<file path="src/rtl/pst_pkg.sv">
package pst_pkg;
   localparam logic [1:0] ADDR_CTRL = 2'd0;
   localparam logic [1:0] ADDR_MODE = 2'd1;
   localparam logic [1:0] ADDR_DATA = 2'd2;
   localparam logic [1:0] ADDR_FILT = 2'd3;

   typedef enum logic [1:0] {
      MS_IDLE  = 2'd0,
      MS_ARMED = 2'd1,
      MS_COUNT = 2'd2
   } meas_state_t;
endpackage

</file>
<file path="src/rtl/pst_noise_filter.sv">
module pst_noise_filter #(
   parameter int unsigned SYNC_STAGES = 2,
   parameter int unsigned AGREE       = 3,
   parameter int unsigned DIV_MID     = 4,
   parameter int unsigned DIV_SLOW    = 16
) (
   input  logic       clk,
   input  logic       rst_n,
   input  logic [1:0] sel,
   input  logic       raw,
   output logic       filt
);
   localparam int unsigned PW = $clog2(DIV_SLOW);
   localparam int unsigned MW = $clog2(DIV_MID);

   initial begin
      assert (SYNC_STAGES >= 1) else $error("SYNC_STAGES must be at least 1");
      assert (AGREE >= 2) else $error("AGREE must be at least 2");
      assert ((DIV_MID >= 2) && ((1 << MW) == DIV_MID)) else $error("DIV_MID must be a power of two");
      assert ((DIV_SLOW > DIV_MID) && ((1 << PW) == DIV_SLOW)) else $error("DIV_SLOW must be a larger power of two");
   end

   logic             synced;
   logic [PW-1:0]    pre_q;
   logic             strobe;
   logic [AGREE-1:0] hist_q;
   logic             out_q;

   generate
      if (SYNC_STAGES == 1) begin : g_sync1
         logic s_q;
         always_ff @(posedge clk or negedge rst_n)
            if (!rst_n) s_q <= 1'b0;
            else        s_q <= raw;
         assign synced = s_q;
      end else begin : g_syncn
         logic [SYNC_STAGES-1:0] s_q;
         always_ff @(posedge clk or negedge rst_n)
            if (!rst_n) s_q <= '0;
            else        s_q <= {s_q[SYNC_STAGES-2:0], raw};
         assign synced = s_q[SYNC_STAGES-1];
      end
   endgenerate

   always_ff @(posedge clk or negedge rst_n)
      if (!rst_n) pre_q <= '0;
      else        pre_q <= pre_q + 1'b1;

   always_comb begin
      unique case (sel)
         2'b01:   strobe = 1'b1;
         2'b10:   strobe = (pre_q[MW-1:0] == '0);
         2'b11:   strobe = (pre_q == '0);
         default: strobe = 1'b0;
      endcase
   end

   always_ff @(posedge clk or negedge rst_n) begin
      if (!rst_n) begin
         hist_q <= '0;
         out_q  <= 1'b0;
      end else begin
         if (strobe) hist_q <= {hist_q[AGREE-2:0], synced};
         if (&hist_q)       out_q <= 1'b1;
         else if (~|hist_q) out_q <= 1'b0;
      end
   end

   assign filt = (sel == 2'b00) ? synced : out_q;

   // the integrated level moves only after all samples agreed on the new value
   p_filter_agree_r9: assert property (@(posedge clk) disable iff (!rst_n)
      (out_q != $past(out_q)) |-> ($past(hist_q) == {AGREE{out_q}}));
endmodule

</file>
<file path="src/rtl/pst_edge_detect.sv">
module pst_edge_detect (
   input  logic clk,
   input  logic rst_n,
   input  logic level_in,
   input  logic invert,
   output logic start_edge,
   output logic end_edge
);
   logic act;
   logic prev_q;

   assign act = level_in ^ invert;

   always_ff @(posedge clk or negedge rst_n)
      if (!rst_n) prev_q <= 1'b0;
      else        prev_q <= act;

   assign start_edge = act & ~prev_q;
   assign end_edge   = ~act & prev_q;

   // a start and an end cannot be reported on the same cycle
   p_edge_excl_r7: assert property (@(posedge clk) disable iff (!rst_n)
      $onehot0({start_edge, end_edge}));
endmodule

</file>
<file path="src/rtl/pst_count_core.sv">
module pst_count_core
   import pst_pkg::*;
#(
   parameter int unsigned DW = 8
) (
   input  logic          clk,
   input  logic          rst_n,
   input  logic          tick,
   input  logic          run,
   input  logic          arm,
   input  logic          measure,
   input  logic          reload_mode,
   input  logic [DW-1:0] reload_val,
   input  logic          start_edge,
   input  logic          end_edge,
   output logic [DW-1:0] count,
   output logic [DW-1:0] result,
   output logic          tmr_underflow,
   output logic          meas_wrap,
   output logic          meas_done
);
   localparam logic [DW-1:0] ALL1 = '1;

   initial assert (DW >= 2) else $error("DW must be at least 2");

   meas_state_t   state_q;
   logic [DW-1:0] cnt_q;
   logic [DW-1:0] res_q;
   logic          at_zero;

   assign at_zero = (cnt_q == '0);

   assign tmr_underflow = run & ~arm & ~measure & tick & at_zero;
   assign meas_done     = run & ~arm & measure & (state_q == MS_COUNT) & end_edge;
   assign meas_wrap     = run & ~arm & measure & (state_q == MS_COUNT) & ~end_edge & tick & at_zero;

   always_ff @(posedge clk or negedge rst_n) begin
      if (!rst_n) begin
         state_q <= MS_IDLE;
         cnt_q   <= '0;
         res_q   <= '0;
      end else if (arm) begin
         cnt_q   <= measure ? ALL1 : reload_val;
         state_q <= measure ? MS_ARMED : MS_IDLE;
      end else if (!run) begin
         state_q <= MS_IDLE;
      end else if (measure) begin
         unique case (state_q)
            MS_ARMED: if (start_edge) begin
               state_q <= MS_COUNT;
               if (tick) cnt_q <= ALL1 - 1'b1;
            end
            MS_COUNT: if (end_edge) begin
               res_q   <= ALL1 - cnt_q;
               state_q <= MS_IDLE;
            end else if (tick) begin
               cnt_q <= at_zero ? ALL1 : cnt_q - 1'b1;
            end
            default: state_q <= MS_IDLE;
         endcase
      end else if (tick) begin
         if (!at_zero)         cnt_q <= cnt_q - 1'b1;
         else if (reload_mode) cnt_q <= reload_val;
      end
   end

   assign count  = cnt_q;
   assign result = res_q;

   // an underflow in reload mode restores the buffered value
   p_reload_value_r3: assert property (@(posedge clk) disable iff (!rst_n)
      (tmr_underflow && reload_mode) |=> (cnt_q == $past(reload_val)));
   // an underflow in one-shot mode leaves the count parked at zero
   p_oneshot_park_r2: assert property (@(posedge clk) disable iff (!rst_n)
      (tmr_underflow && !reload_mode) |=> (cnt_q == '0));
   // arming a measurement starts from all ones and waits for an edge
   p_arm_full_r6: assert property (@(posedge clk) disable iff (!rst_n)
      (arm && measure) |=> (cnt_q == ALL1) && (state_q == MS_ARMED));
   // without a tick and without arming the count holds
   p_hold_no_tick_r4: assert property (@(posedge clk) disable iff (!rst_n)
      (!tick && !arm) |=> $stable(cnt_q));
   // a wrap during measurement lands on all ones
   p_wrap_full_r8: assert property (@(posedge clk) disable iff (!rst_n)
      meas_wrap |=> (cnt_q == ALL1));
endmodule

</file>
<file path="src/rtl/pulse_span_timer.sv">
module pulse_span_timer
   import pst_pkg::*;
#(
   parameter int unsigned REG_W       = 8,
   parameter int unsigned DW          = 8,
   parameter int unsigned SYNC_STAGES = 2,
   parameter int unsigned AGREE       = 3,
   parameter int unsigned DIV_MID     = 4,
   parameter int unsigned DIV_SLOW    = 16
) (
   input  logic             clk,
   input  logic             rst_n,
   input  logic             reg_wr,
   input  logic [1:0]       reg_addr,
   input  logic [REG_W-1:0] reg_wdata,
   output logic [REG_W-1:0] reg_rdata,
   input  logic             pulse_in,
   input  logic             cnt_tick,
   output logic             irq
);
   initial assert ((REG_W == 8) && (DW <= REG_W)) else $error("register width must be 8 and hold the counter");

   logic          run_q, reload_mode_q, irq_en_q, done_q, wrap_q;
   logic          measure_q, low_pulse_q;
   logic [1:0]    fsel_q;
   logic [DW-1:0] reload_q;

   logic          wr_ctrl, wr_mode, wr_data, wr_filt;
   logic          arm, finish;
   logic          filt;
   logic          start_edge, end_edge;
   logic [DW-1:0] count, result;
   logic          tmr_uf, meas_wrap, meas_done;
   logic          unused_wbits;

   assign wr_ctrl = reg_wr && (reg_addr == ADDR_CTRL);
   assign wr_mode = reg_wr && (reg_addr == ADDR_MODE);
   assign wr_data = reg_wr && (reg_addr == ADDR_DATA);
   assign wr_filt = reg_wr && (reg_addr == ADDR_FILT);

   assign arm    = wr_ctrl && reg_wdata[7] && !run_q;
   assign finish = (tmr_uf && !reload_mode_q) || meas_done;
   assign unused_wbits = ^reg_wdata[4:2];

   always_ff @(posedge clk or negedge rst_n) begin
      if (!rst_n) begin
         run_q         <= 1'b0;
         reload_mode_q <= 1'b0;
         irq_en_q      <= 1'b0;
         done_q        <= 1'b0;
         wrap_q        <= 1'b0;
         measure_q     <= 1'b0;
         low_pulse_q   <= 1'b0;
         fsel_q        <= 2'b00;
         reload_q      <= '0;
      end else begin
         if (wr_ctrl) begin
            run_q    <= reg_wdata[7];
            irq_en_q <= reg_wdata[5];
            if (!run_q) reload_mode_q <= reg_wdata[6];
            done_q   <= (done_q & reg_wdata[1]) | tmr_uf | meas_done;
            wrap_q   <= (wrap_q & reg_wdata[0]) | meas_wrap;
         end else begin
            done_q   <= done_q | tmr_uf | meas_done;
            wrap_q   <= wrap_q | meas_wrap;
         end
         if (finish && !arm) run_q <= 1'b0;
         if (wr_mode && !run_q) begin
            measure_q   <= reg_wdata[7];
            low_pulse_q <= reg_wdata[0];
         end
         if (wr_data) reload_q <= reg_wdata[DW-1:0];
         if (wr_filt) fsel_q   <= reg_wdata[1:0];
      end
   end

   pst_noise_filter #(
      .SYNC_STAGES(SYNC_STAGES), .AGREE(AGREE), .DIV_MID(DIV_MID), .DIV_SLOW(DIV_SLOW)
   ) u_filter (
      .clk(clk), .rst_n(rst_n), .sel(fsel_q), .raw(pulse_in), .filt(filt)
   );

   pst_edge_detect u_edge (
      .clk(clk), .rst_n(rst_n), .level_in(filt), .invert(low_pulse_q),
      .start_edge(start_edge), .end_edge(end_edge)
   );

   pst_count_core #(.DW(DW)) u_core (
      .clk(clk), .rst_n(rst_n), .tick(cnt_tick), .run(run_q), .arm(arm),
      .measure(measure_q), .reload_mode(reload_mode_q), .reload_val(reload_q),
      .start_edge(start_edge), .end_edge(end_edge),
      .count(count), .result(result),
      .tmr_underflow(tmr_uf), .meas_wrap(meas_wrap), .meas_done(meas_done)
   );

   always_comb begin
      unique case (reg_addr)
         ADDR_CTRL: reg_rdata = {run_q, reload_mode_q, irq_en_q, 3'b000, done_q, wrap_q};
         ADDR_MODE: reg_rdata = {measure_q, 6'b000000, low_pulse_q};
         ADDR_DATA: reg_rdata = measure_q ? REG_W'(result) : REG_W'(count);
         default:   reg_rdata = {6'b000000, fsel_q};
      endcase
   end

   assign irq = irq_en_q & done_q;

   // configuration bits cannot move while the counter runs
   p_mode_locked_r5: assert property (@(posedge clk) disable iff (!rst_n)
      (run_q && $past(run_q)) |-> ($stable(reload_mode_q) && $stable(measure_q) && $stable(low_pulse_q)));
   // the request never rises without a pending done flag
   p_irq_flag_r10: assert property (@(posedge clk) disable iff (!rst_n)
      irq |-> done_q);
   // the wrap status only appears in the measurement function
   p_wrap_measure_r8: assert property (@(posedge clk) disable iff (!rst_n)
      $rose(wrap_q) |-> measure_q);
   // a one-shot underflow stops the counter
   p_oneshot_stop_r2: assert property (@(posedge clk) disable iff (!rst_n)
      (tmr_uf && !reload_mode_q && !wr_ctrl) |=> !run_q);
endmodule

</file>
<file path="config.mk">
export PLATFORM = sky130hd
export DESIGN_NAME = pulse_span_timer
export DESIGN_NICKNAME = d
export VERILOG_FILES = /design/src/rtl/pst_pkg.sv /design/src/rtl/pst_noise_filter.sv /design/src/rtl/pst_edge_detect.sv /design/src/rtl/pst_count_core.sv /design/src/rtl/pulse_span_timer.sv
export SDC_FILE = /design/constraint.sdc
export NUM_CORES = 1
export LEC_CHECK = 0
export ABC_AREA = 1
export BUFFER_PORTS_ARGS = -buffer_cell sky130_fd_sc_hd__buf_2
export CAP_MARGIN = 20
export CORE_UTILIZATION = 30
export CTS_CLUSTER_SIZE = 8
export DETAILED_ROUTE_END_ITERATION = 6
export PLACE_DENSITY = 0.53
export SYNTH_ARGS = -nofsm -noshare
export SYNTH_HDL_FRONTEND = slang
export SYNTH_SLANG_ARGS = --single-unit
</file>
<file path="constraint.sdc">
create_clock -name clk -period 1.7 [get_ports clk]
set_input_delay 0.51 -clock clk [delete_from_list [all_inputs] [get_ports clk]]
set_output_delay 0.51 -clock clk [all_outputs]
set_load 0.01 [all_outputs]
</file>
==> results of run 1 <==
-- synthesized netlist by cell type (2+ instances only) --
master / instances / share of area
nand2_1: 77 / 0.11
dfrtp_1: 46 / 0.45
inv_1: 40 / 0.059
o21ai_0: 38 / 0.074
nand3_1: 32 / 0.062
nor2_1: 19 / 0.028
a21oi_1: 9 / 0.018
o21ai_1: 9 / 0.018
nand2_2: 7 / 0.017
ha_1: 6 / 0.029
nand4_1: 6 / 0.015
inv_2: 5 / 0.0073
xor2_1: 5 / 0.017
nor2_4: 3 / 0.013
buf_2: 2 / 0.0039
clkbuf_1: 2 / 0.0029
clkinv_1: 2 / 0.0029
mux2_2: 2 / 0.0088
nor2_8: 2 / 0.016
nor3_1: 2 / 0.0039
o221ai_1: 2 / 0.0068
-- how the worst max path moves through the flow --
stage	from	to	slack (ns)	cells past startpoint
after global routing	measure_q	reg_rdata[7]	-0.19	4
after detailed placement	reg_addr[1]	u_core.count[2]	-0.26	12
final	measure_q	reg_rdata[1]	-0.13	4
after global placement	reg_addr[1]	u_core.count[1]	-0.22	12
after CTS	reg_addr[1]	reg_rdata[6]	-0.16	8
after floorplan	reg_addr[1]	reg_rdata[0]	0.02	6
-- sequential cells by signal, indices dropped and copies added, names as in the netlist, 2 cells and up --
register	count
reload_q	8
u_filter.pre_q	4
fsel_q	2
u_core.count	8
u_filter.g_syncn.s_q	2
u_core.result	8
u_filter.hist_q	3
u_core.state_q	2
-- routing by layer --
layer	part of all wire	track usage	routed length, um	vias to the layer above
li1	-	-	-	1212
met1	0.47	0.2130	3182	1121
met2	0.48	0.2729	3255	45
met3	0.039	0.02576	265	7
met4	0.013	0.04798	86	0
met5	0	0	0	-
-- repair_timing --
item,in CTS,in global routing
pin swaps,11,8
gates cloned,1,1
setup endpoints to repair,9,27
resized for setup,21,24
hold buffers,0,0
setup buffers,4,7
-- logic make-up after synthesis --
kind of cell,share of synthesized area
AOI/OAI and AO/OA,0.1185
xor gates and xnor gates,0.02049
adders and majority gates,0.02927
buffers and inverters,0.08000
DFF,0.4488
muxes,0.008780
and+or+nand+nor,0.2942
-- worst reg2reg max path, cell delays in order (launching register included) --
cell,delay (ns)
dfrtp_2,0.45
nor2_2,0.15
nand2_1,0.09
nand3_1,0.13
nand2_1,0.09
nand4_1,0.10
nand2_2,0.13
buf_12,0.16
nor2_4,0.19
nand3_1,0.09
nand2_1,0.07
-- metrics by stage --
step           cells  power (mW)  setup TNS [ns]
3_5_place_dp     485       3.356          -3.437
4_1_cts          498       4.184          -1.104
3_3_place_gp     485       3.351          -3.052
5_1_grt          506       4.694          -2.372
6_report         506       4.349          -1.185
2_1_floorplan    325       2.638               0
-- area by class of cell --
cell class,count,area (um2),area share
clock inverters,3,23.77,0.006934
multi-input cells,229,1308,0.3814
well taps,105,131.4,0.03832
inverters,47,177.7,0.05182
clock buffers,5,68.82,0.02007
repair buffers,71,566.8,0.1653
flip-flops and latches,46,1152,0.3361
-- power breakdown --
group          switching [mW]  total, mW  internal [mW]
clock network           0.419      0.714          0.295
registers               0.187       1.51           1.32
logic                    1.22       2.12          0.905
total                    1.83       4.35           2.52
==> impl_metrics.tcl, run 1 <==
set metrics [dict create \
    final_layout_size_suffix_gt1_frac 0.3167 \
    num_rows 33 \
    rsz0062_at_grt "yes" \
    start_util 0.3106 \
    synth-seq-cells 46 \
    dr_total_vias 2385 \
    final_common_cell "nand2_1" \
    antennaDiodeCount 0 \
    antenna_found_initial 0 \
    synth_edf_count 0 \
    worstReg2RegEnd "u_core.count[6]" \
    cts_tree "yes" \
    fillers 857 \
    drc 0 \
    die_h_um 94.47 \
    routabilityCongestion 0.8222 \
    detail-route-antenna-nets 0 \
    peakVddDrop_mv 0.3884 \
    numCtsBuffers 5 \
    arrival_ns 1.32 \
    clockBufferDepth 2 \
    routedWlPerCell_um 13.42 \
    fp.dieW_um 94.47 \
    grt_max_degree 47 \
    overflow 0 \
    critical_path_class "flop to output pin" \
    synth-warning-count 0 \
    worst-slew-pin-transition_ns 0.3913 \
    avgViaCountPerCell 4.713 \
    grt_pass1_vias 2328 \
    cpPeakStageDelay_ns 0.41 \
    total_leakage_power_nw 1.729 \
    cts.sinks 46 \
    cts-htree-levels 2 \
    drt-initial-drc-count 120 \
    hold_class "input port to async pin" \
    fmax_mhz 545.0 \
    ioPinCount 24 \
    dieArea_mm2 0.008924 \
    final_nets 421 \
    synth_area_mm2 0.002565 \
    fin_util 0.4152 \
    pre_cts_ws_ns -0.2647 \
    wl_um 6790 \
    clock_latency_ns 0.31 \
    grt_pass1_wl_um 10980 \
    r2r-start "fsel_q[1]" \
    placed_area_mm2 0.003085 \
    dp_hpwl_um 4905 \
    reg2reg_depth 10 \
    avgSynthCellArea_um2 7.892 \
    power_density_mw_per_mm2 1268 \
    setup_viol 16 \
    ys_types 30 \
    hold_violations 0 \
    cap_violations 0 \
    finalCritPeriodShare 1.079 \
    root_buffer "clkbuf_8" \
    status "finished with violations" \
    hold_slack_ns 0.1641 \
    portBuffers 23 \
    ys_seq_area_frac 0.4488 \
    ff2ff_setup_slack_ns -0.01 \
    end_kind "output pin" \
    post-route-min-period_ns 1.835 \
    cp_top_family "flip-flops" \
    fin_area_mm2 0.003428 \
    synth_fp_nets 346 \
    syn_to_final_growth_pct 33.66 \
    skew_ns 0.01225 \
    dr.pass1.iters 4 \
    violations "negative setup slack" \
    synth_async_sr_flop_share 1.000 \
    track_usage 0.1618 \
    synthesis.instances 325 \
    synth-main-ff-cell "dfrtp_1" \
    worst_path_max_delay_cell "dfrtp_1" \
    critPathBufInv 2 \
    max_slew_margin 0.7392 \
    final_cell_mix "nand2_1 (73), dfrtp_1 (45), inv_1 (38)" \
    path_cells "buf_6 -> o21ai_2 -> o221ai_1 -> buf_2" \
    cp-start-kind "flop" \
    core-area_mm2 0.008258 \
    critPathMaxFanout 17 \
    cp_data_required_time_ns 1.19 \
    fin_ws_ns -0.1350 \
    cts.clk_slew.worst_paths_ns 0.10 \
    final-max-slew-violation-count 0 \
]
Power figures use the tool's default switching activity.
==> run 2, diff against run 1 <==
--- a/config.mk
+++ b/config.mk
@@ -8,10 +8,13 @@
 export ABC_AREA = 1
 export BUFFER_PORTS_ARGS = -buffer_cell sky130_fd_sc_hd__buf_2
 export CAP_MARGIN = 20
+export CELL_PAD_IN_SITES_DETAIL_PLACEMENT = 0
+export CELL_PAD_IN_SITES_GLOBAL_PLACEMENT = 1
 export CORE_UTILIZATION = 30
+export CTS_CLUSTER_DIAMETER = 40
 export CTS_CLUSTER_SIZE = 8
 export DETAILED_ROUTE_END_ITERATION = 6
-export PLACE_DENSITY = 0.53
+export PLACE_DENSITY = 0.65
 export SYNTH_ARGS = -nofsm -noshare
 export SYNTH_HDL_FRONTEND = slang
 export SYNTH_SLANG_ARGS = --single-unit
==> run 2 against run 1 <==
The run still ends with negative setup slack left. Largest cell class unchanged. Register-to-register slack improved by 0.06 ns. Critical path depth increased by 1. Clock-buffer cell count increased by 2. Maximum frequency shrank 0.66%. Via count up 1.1%. Highest routed layer unchanged. Sequential power hardly changed. Die area unchanged.
==> impl_metrics.tcl, run 2 (synthesized netlist as in run 1, its figures left out) <==
set metrics [dict create \
    rsz0062_at_grt "yes" \
    drt-initial-drc-count 107 \
    grt_pass1_wl_um 11740 \
    wl_um 7279 \
    portBuffers 23 \
    end_kind "output pin" \
    cap_violations 0 \
    critPathMaxFanout 6 \
    clockBufferDepth 2 \
    cts.clk_slew.worst_paths_ns 0.10 \
    start_util 0.3106 \
    pre_cts_ws_ns -0.2589 \
    finalCritPeriodShare 1.087 \
    tns_ns -1.145 \
    fp.dieW_um 94.47 \
    dr_total_vias 2411 \
    clock_latency_ns 0.31 \
    dr.pass1.iters 4 \
    total_leakage_power_nw 1.783 \
    violations "negative setup slack" \
    detail-route-antenna-nets 0 \
    p_int_mw 2.676 \
    final_common_cell "nand2_1" \
    final_nets 427 \
    p_seq_frac 0.329 \
    numCtsBuffers 5 \
    cts.sinks 46 \
    avgViaCountPerCell 4.709 \
    routabilityCongestion 0.8768 \
    skew_ns 0.01439 \
    status "finished with violations" \
    drc 0 \
    critical_path_class "flop to output pin" \
    post-route-min-period_ns 1.847 \
    max_slew_margin 0.7565 \
    syn_to_final_growth_pct 38.49 \
    overflow 0 \
    power.net_switching_mw 1.874 \
    hold_violations 0 \
    cts-htree-levels 2 \
    peakVddDrop_mv 0.5026 \
    clkPwrFrac 0.161 \
    dieArea_mm2 0.008924 \
    power_density_mw_per_mm2 1281 \
    fin_ws_ns -0.1471 \
    final-max-slew-violation-count 0 \
    root_buffer "clkbuf_8" \
    combPwrFrac 0.511 \
    worst-slew-pin-transition_ns 0.3653 \
    routedWlPerCell_um 14.22 \
    hold_class "input port to async pin" \
    core-area_mm2 0.008258 \
    cts_tree "yes" \
    final_layout_size_suffix_gt1_frac 0.3514 \
    met2_usage 0.3128 \
    arrival_ns 1.34 \
    die_h_um 94.47 \
    final_cell_mix "nand2_1 (69), dfrtp_1 (46), buf_4 (40)" \
    met3_usage 0.02979 \
    num_rows 33 \
    ioPinCount 24 \
    track_usage 0.1739 \
    grt_pass1_vias 2420 \
    fmax_mhz 541.4 \
    grt_busiest_layer "met2" \
    antennaDiodeCount 0 \
    dp_hpwl_um 5134 \
    fin_util 0.4302 \
    cp_data_required_time_ns 1.19 \
    cp-start-kind "flop" \
    switching_share 0.4118 \
    setup_viol 15 \
    antenna_found_initial 0 \
    grt_util_met1 0.2134 \
    cts_hold_buf 0 \
    grt_max_degree 47 \
]
==> run 2: power by group through the flow <==
stage                     Combinational, mW  Sequential [mW]  Clock [mW]
after floorplan                        1.15             1.49           0
after global placement                 1.86             1.50           0
after global routing                   2.59             1.53       0.797
after CTS                              2.03             1.49       0.756
after detailed placement               1.86             1.51           0
final                                  2.32             1.50       0.731
==> run 2: area by class of cell <==
cell class	count	area (um2)
clock buffers	7	86.33
clock inverters	1	8.758
fillers	845	4706
inverters	47	181.4
multi-input cells	229	1360
flip-flops and latches	46	1151
well taps	105	131.4
repair buffers	77	633.1
==> run 2: path summary, 6_finish.rpt <==
check	slack, ns	startpoint	end	cells past startpoint
setup / recovery	-0.15	measure_q	reg_rdata[1]	5
hold / removal	0.18	rst_n	u_core.result[2]	2
setup reg to reg	0.05	fsel_q[1]	u_core.count[6]	10
hold reg to reg	0.36	u_filter.g_syncn.s_q[0]	u_filter.g_syncn.s_q[1]	0
max in group asynchronous	1.30	rst_n	u_core.state_q[1]	2
min in group clk	0.31	pulse_in	u_filter.g_syncn.s_q[0]	1
==> run 2: through the flow <==
stage               hold WS (ns)  power [mW]  instances  cell area, um2
finish                    0.1768       4.550        512            3552
CTS                       0.1860       4.277        503            3316
global route              0.1879       4.918        512            3552
floorplan                 0.2144       2.638        325            2566
global placement          0.3348       3.365        483            3070
detailed placement        0.3378       3.369        483            3070
==> run 2: layer usage <==
layer  vias to the layer above  share of wire
li1                       1226              -
met1                      1147           0.47
met2                        29           0.50
met3                         9          0.018
met4                         0          0.013
met5                         -              0
==> run 2: what timing repair did <==
item	in CTS	in global routing
pin swaps	8	22
endpoints found under the hold margin	0	0
resized for setup	25	41
endpoints found under the setup margin	14	27
buffers inserted	10	9
cloned	2	1
==> run 2: critical path, cell delays in order (launching register included) <==
cell and delay [ns]:
dfrtp_1 0.42, inv_4 0.13, buf_8 0.14, nor2_2 0.04, o221ai_1 0.15, buf_2 0.16
